$ cat src/rtl/phsel_pkg.sv
`timescale 1ns/1ps
package phsel_pkg;
  typedef enum logic {SWEEP_IDLE, SWEEP_RUN} sweep_state_e;

  localparam int unsigned HIST_LEN = 7;

  // Self-synchronizing PRBS7 check: bit should equal hist[5]^hist[6]
  // where hist[0] is the previous bit.
  function automatic logic prbs7_miss(input logic b, input logic [HIST_LEN-1:0] hist);
    return b ^ hist[5] ^ hist[6];
  endfunction
endpackage

$ cat src/rtl/phsel_pick.sv
`timescale 1ns/1ps
module phsel_pick #(
  parameter int unsigned PHASES     = 32,
  parameter int unsigned CENTER_IDX = 16,
  localparam int unsigned CODE_W    = $clog2(PHASES)
) (
  input  logic [PHASES-1:0] samples,
  input  logic [CODE_W-1:0] code,
  output logic              bit_o
);
  logic [CODE_W-1:0] idx;
  logic [PHASES-1:0] onehot;

  // Modulo-PHASES wrap comes from the CODE_W-bit add.
  assign idx = CODE_W'(CENTER_IDX) + code;

  for (genvar p = 0; p < PHASES; p++) begin : g_dec
    assign onehot[p] = (idx == CODE_W'(p));
  end

  assign bit_o = |(onehot & samples);
endmodule

$ cat src/rtl/phsel_outreg.sv
`timescale 1ns/1ps
module phsel_outreg (
  input  logic clk,
  input  logic rst_n,
  input  logic s_valid,
  output logic s_ready,
  input  logic d_in,
  output logic m_valid,
  input  logic m_ready,
  output logic m_bit
);
  logic take;

  assign s_ready = !m_valid || m_ready;
  assign take    = s_valid && s_ready;

  always_ff @(posedge clk) begin
    if (!rst_n) begin
      m_valid <= 1'b0;
      m_bit   <= 1'b0;
    end else if (take) begin
      m_valid <= 1'b1;
      m_bit   <= d_in;
    end else if (m_ready) begin
      m_valid <= 1'b0;
    end
  end
endmodule

$ cat src/rtl/phsel_sweep.sv
`timescale 1ns/1ps
module phsel_sweep
  import phsel_pkg::*;
#(
  parameter int unsigned PHASES = 32,
  parameter int unsigned CNT_W  = 16,
  localparam int unsigned CODE_W = $clog2(PHASES)
) (
  input  logic              clk,
  input  logic              rst_n,
  input  logic              start,
  input  logic              accept,
  input  logic              bit_in,
  input  logic [CNT_W-1:0]  train_bits,
  output logic              busy,
  output logic [CODE_W-1:0] sweep_code,
  output logic [CODE_W-1:0] best_code,
  output logic              done
);
  localparam logic [CODE_W-1:0] LAST_CODE = CODE_W'(PHASES - 1);
  localparam logic [2:0]        WARM_FULL = 3'(HIST_LEN);

  sweep_state_e         state;
  logic [2:0]           warm;
  logic [CNT_W-1:0]     bitcnt;
  logic [CNT_W-1:0]     errcnt;
  logic [HIST_LEN-1:0]  hist;
  logic [CNT_W:0]       best_err;

  logic                 miss;
  logic [CNT_W-1:0]     err_total;
  logic [CNT_W-1:0]     eff_bits;
  logic                 last_bit;
  logic                 warmed;

  always_comb begin
    miss      = prbs7_miss(bit_in, hist);
    err_total = errcnt + CNT_W'(miss);
    eff_bits  = (train_bits == '0) ? CNT_W'(1) : train_bits;
    last_bit  = ((CNT_W+1)'(bitcnt) + (CNT_W+1)'(1)) >= (CNT_W+1)'(eff_bits);
    warmed    = (warm == WARM_FULL);
  end

  always_ff @(posedge clk) begin
    if (!rst_n) begin
      state      <= SWEEP_IDLE;
      sweep_code <= '0;
      warm       <= '0;
      bitcnt     <= '0;
      errcnt     <= '0;
      hist       <= '0;
      best_err   <= '1;
      best_code  <= '0;
      done       <= 1'b0;
    end else if (start) begin
      state      <= SWEEP_RUN;
      sweep_code <= '0;
      warm       <= '0;
      bitcnt     <= '0;
      errcnt     <= '0;
      hist       <= '0;
      best_err   <= '1;
      best_code  <= '0;
      done       <= 1'b0;
    end else if (state == SWEEP_RUN && accept) begin
      hist <= {hist[HIST_LEN-2:0], bit_in};
      if (!warmed) begin
        warm <= warm + 3'd1;
      end else if (last_bit) begin
        // strict compare keeps the earliest code on ties
        if ((CNT_W+1)'(err_total) < best_err) begin
          best_err  <= (CNT_W+1)'(err_total);
          best_code <= sweep_code;
        end
        errcnt <= '0;
        bitcnt <= '0;
        warm   <= '0;
        if (sweep_code == LAST_CODE) begin
          state <= SWEEP_IDLE;
          done  <= 1'b1;
        end else begin
          sweep_code <= sweep_code + CODE_W'(1);
        end
      end else begin
        errcnt <= err_total;
        bitcnt <= bitcnt + CNT_W'(1);
      end
    end
  end

  assign busy = (state == SWEEP_RUN);
endmodule

$ cat src/rtl/phsel_top.sv
`timescale 1ns/1ps
module phsel_top #(
  parameter int unsigned PHASES     = 32,
  parameter int unsigned CENTER_IDX = 16,
  parameter int unsigned CNT_W      = 16,
  localparam int unsigned CODE_W    = $clog2(PHASES)
) (
  input  logic              clk,
  input  logic              rst_n,
  input  logic              s_valid,
  output logic              s_ready,
  input  logic [PHASES-1:0] s_samples,
  output logic              m_valid,
  input  logic              m_ready,
  output logic              m_bit,
  input  logic [CODE_W-1:0] adj_code,
  input  logic              use_train,
  input  logic              train_start,
  input  logic [CNT_W-1:0]  train_bits,
  output logic [CODE_W-1:0] sel_code,
  output logic              train_done
);
  logic              picked;
  logic              accept;
  logic              sweep_busy;
  logic [CODE_W-1:0] sweep_code;
  logic [CODE_W-1:0] best_code;

  assign accept = s_valid && s_ready;

  always_comb begin
    if (sweep_busy)                   sel_code = sweep_code;
    else if (train_done && use_train) sel_code = best_code;
    else                              sel_code = adj_code;
  end

  phsel_pick #(.PHASES(PHASES), .CENTER_IDX(CENTER_IDX)) u_pick (
    .samples (s_samples),
    .code    (sel_code),
    .bit_o   (picked)
  );

  phsel_outreg u_out (
    .clk     (clk),
    .rst_n   (rst_n),
    .s_valid (s_valid),
    .s_ready (s_ready),
    .d_in    (picked),
    .m_valid (m_valid),
    .m_ready (m_ready),
    .m_bit   (m_bit)
  );

  phsel_sweep #(.PHASES(PHASES), .CNT_W(CNT_W)) u_sweep (
    .clk        (clk),
    .rst_n      (rst_n),
    .start      (train_start),
    .accept     (accept),
    .bit_in     (picked),
    .train_bits (train_bits),
    .busy       (sweep_busy),
    .sweep_code (sweep_code),
    .best_code  (best_code),
    .done       (train_done)
  );
endmodule

$ cat config.mk
export PLATFORM = sky130hd
export DESIGN_NAME = phsel_top
export DESIGN_NICKNAME = d
export VERILOG_FILES = /design/src/rtl/phsel_pkg.sv /design/src/rtl/phsel_pick.sv /design/src/rtl/phsel_outreg.sv /design/src/rtl/phsel_sweep.sv /design/src/rtl/phsel_top.sv
export SDC_FILE = /design/constraint.sdc
export NUM_CORES = 1
export LEC_CHECK = 0
export BUFFER_PORTS_ARGS = -buffer_cell sky130_fd_sc_hd__buf_2
export CORE_MARGIN = 5
export CORE_UTILIZATION = 58
export DETAILED_ROUTE_END_ITERATION = 6
export PLACE_DENSITY = 0.79
export SLEW_MARGIN = 20
export SYNTH_ARGS = -nofsm -noshare
export SYNTH_HDL_FRONTEND = slang
export SYNTH_SLANG_ARGS = --single-unit
$ cat constraint.sdc
create_clock -name clk -period 5 [get_ports clk]
set_input_delay 0.5 -clock clk [delete_from_list [all_inputs] [get_ports clk]]
set_output_delay 0.5 -clock clk [all_outputs]
set_load 0.02 [all_outputs]
==> flow_metrics.tcl <==
set metrics [dict create \
    run_status "finished clean" \
    grt_overflow_total 0 \
    place_ws_ns -0.09245 \
    htreeDepth 3 \
    via_per_inst 5.797 \
    clock-sinks 73 \
    start_util_pct 58.36 \
    worst-path-stages 23 \
    nNetsFinal 761 \
    insertion_delay_ns 0.36 \
    cp_cell_sequence "buf_4, nor2_4, a221oi_4, buf_4, mux2_1, a31oi_1, o221ai_1, a31o_2, o41ai_2, xnor2_1, ha_1, nand3_2, nor2_2, nand4_1, xnor2_2, ha_1, a21o_1, a21oi_1, o22a_1, nand4b_4, buf_12, nor3_1, a31oi_1" \
    synth.avg_cell_area_sq_um 7.898 \
    detail_route.iter0.violations 295 \
    fp.dieArea_sq_mm 0.01005 \
    cp-endpoint "u_sweep.best_err[8]$_SDFFE_PP1P_" \
    path_class "flip-flop to flip-flop" \
    p_leak_nw 2.396 \
    rr_endpoint "u_sweep.best_err[8]$_SDFFE_PP1P_" \
    fin_skew_ns 0.01077 \
    worstPathRequired_ns 5.23 \
    syn_nets 695 \
    finalInstanceArea_sq_mm 0.005430 \
    ys_seq_area_share_pct 30.94 \
    fmax_ghz 0.2108 \
    grt_pass1_vias 4313 \
    port-buffer-count 67 \
    setup_violations 0 \
    boundaryPins 68 \
    layout_common_cells "nand2_1 (76), dfxtp_1 (71), buf_2 (67), a21oi_1 (53), nand3_1 (48)" \
    setup.worst_path.start "u_sweep.busy$_SDFFE_PN0P_" \
    path_buf_inv 3 \
    endpoint_kind "flip-flop" \
    maxCapViolations 0 \
    dr.pass1.iters 5 \
    setup_slack_ns 0.2561 \
    synth-edff-count 0 \
    gp_congestion 0.9191 \
    drt_wl_total_um 11330 \
    ys_seq_elements 73 \
    rr_worst_depth 23 \
    r2r_slack_ns 0.26 \
    area_delta_synth_final_pct 14.97 \
    cts_tree "built" \
    finalPower_mw 1.199 \
    grt.total_usage_pct 22.58 \
    async_flop_share_pct 0 \
    detail-route-antenna-nets 0 \
    fp.dieH_um 100.2 \
    max_slew_margin_pct 56.08 \
    num_vias 4487 \
    insertedDiodeCount 0 \
    min_path_type "primary input to flip-flop" \
    coreArea_sq_mm 0.008093 \
    finalHoldViolCount 0 \
    cts-root-buf "clkbuf_8" \
    crit_fanout 32 \
    syn_inst 598 \
    synth_cell_types 65 \
    die_w_um 100.2 \
    clockBufferDepth 2 \
    fin_hold_ws_ns 0.3822 \
    worst-endpoint-arrival_ns 4.97 \
    cts_made_buffers 9 \
    hpwl_um 8096 \
    stdcell_count 774 \
    start_kind "flip-flop" \
    route.detailed.drc 0 \
    yosys_warnings 0 \
    grt_start_max_net_pins 62 \
    drt-wirelength-per-cell_um 14.64 \
    antenna_found_initial 0 \
    holdPathStages 3 \
    dp_cells 755 \
    min_period_ns 4.744 \
    power_density_mw_per_mm2 220.7 \
    crit_family "compound AO/OA/AOI/OAI gates" \
    ys.flop_type "dfxtp_1" \
    final_util_pct 67.10 \
    slowest_stage "dfxtp_2" \
    placed_area_sq_mm 0.005185 \
    grt_pass1_wl_um 18860 \
    tns_ns 0 \
    tightest_slew_ns 0.6587 \
    layout-drive-gt1-share_pct 20.03 \
    clkTransAtPathRegs_ns 0.09 \
    r2r_start "u_sweep.busy$_SDFFE_PN0P_" \
    timing.final.crit_share_pct 94.88 \
    drv_slew 0 \
    cpPeakStageDelay_ns 0.40 \
    final_common_cell "nand2_1" \
    netlist_area_sq_mm 0.004723 \
    vdd_drop_max_v 0.0001656 \
    std_cell_rows 33 \
]
[flip-flops by register name, summed over array words and instances, names as in the netlist]
register,count
u_sweep.errcnt,16
u_sweep.best_err,17
u_sweep.warm,3
u_sweep.sweep_code,5
u_sweep.busy,1
u_out.m_bit,1
u_sweep.bitcnt,16
u_sweep.hist,7
u_sweep.best_code,5
u_sweep.done,1
u_out.m_valid,1
[worst min path at each step]
stage                                  from                           end  slack (ns)
6_report                        train_start     u_sweep.busy$_SDFFE_PN0P_        0.38
5_1_grt                         train_start     u_sweep.busy$_SDFFE_PN0P_        0.40
2_1_floorplan  u_sweep.hist[0]$_SDFFE_PP0P_  u_sweep.hist[1]$_SDFFE_PP0P_        0.43
3_5_place_dp   u_sweep.hist[4]$_SDFFE_PP0P_  u_sweep.hist[5]$_SDFFE_PP0P_        0.45
3_3_place_gp   u_sweep.hist[1]$_SDFFE_PP0P_  u_sweep.hist[2]$_SDFFE_PP0P_        0.44
4_1_cts                         train_start     u_sweep.busy$_SDFFE_PN0P_        0.37
[where the power goes]
group / total (mW) / internal [mW] / leakage [nW] / switching (mW)
clock network: 0.443 / 0.190 / 0.0899 / 0.253
logic: 0.169 / 0.0757 / 1.72 / 0.0932
registers: 0.586 / 0.584 / 0.590 / 0.00247
total: 1.20 / 0.850 / 2.40 / 0.349
[worst reg2reg max path: stages, from the launching register on]
cell	delay [ns]
dfxtp_2	0.40
buf_4	0.18
nor2_4	0.05
a221oi_4	0.23
buf_4	0.21
mux2_1	0.32
a31oi_1	0.17
o221ai_1	0.13
a31o_2	0.24
o41ai_2	0.08
xnor2_1	0.22
ha_1	0.28
nand3_2	0.18
nor2_2	0.18
nand4_1	0.16
xnor2_2	0.24
ha_1	0.29
a21o_1	0.16
a21oi_1	0.14
o22a_1	0.19
nand4b_4	0.13
buf_12	0.20
nor3_1	0.18
a31oi_1	0.07
[repair_timing]
item / CTS / global route
setup endpoints to repair: 0 / 21
setup buffers: 0 / 3
gates resized for setup: 0 / 9
hold buffers: 0 / 0
[kinds of logic after synthesis]
logic type | after synthesis | synth area share, %
AOI/OAI and AO/OA | 138 | 19.07
xor gates and xnor gates | 34 | 6.305
adders and majority gates | 38 | 10.07
buffers and inverters | 75 | 6.993
DFF | 73 | 30.94
muxes | 11 | 2.437
and+or+nand+nor | 229 | 24.19
[cells in the mapped netlist (11+ instances only)]
master    number  area [sq um]
xor2_1        11         96.34
nand2_1       76         285.3
nor2_1        25         93.84
ha_1          38         475.5
xnor2_1       23         201.4
a21oi_1       54         270.3
dfxtp_1       73          1461
nor3_1        27         135.1
a31oi_1       17         106.4
nand3_1       49         245.2
clkbuf_1      20         75.07
o21ai_0       19         95.09
inv_1         37         138.9
[area by class of cell]
| class | count | area, sq um |
|---|---|---|
| multi-input cells | 450 | 2973 |
| fillers | 704 | 2663 |
| flip-flops and latches | 73 | 1464 |
| repair buffers | 91 | 528.0 |
| inverters | 39 | 146.4 |
| well taps | 105 | 131.4 |
| clock buffers | 9 | 123.9 |
| clock inverters | 7 | 63.81 |
[metal layers]
metal	share of wire [%]	wire length, um	track usage (%)
met5	0	0	0
met4	2.1	239	8.808
met3	5.2	584	4.656
met2	49	5565	39.35
met1	44	4941	27.14
(Power assumes the default switching activity.)
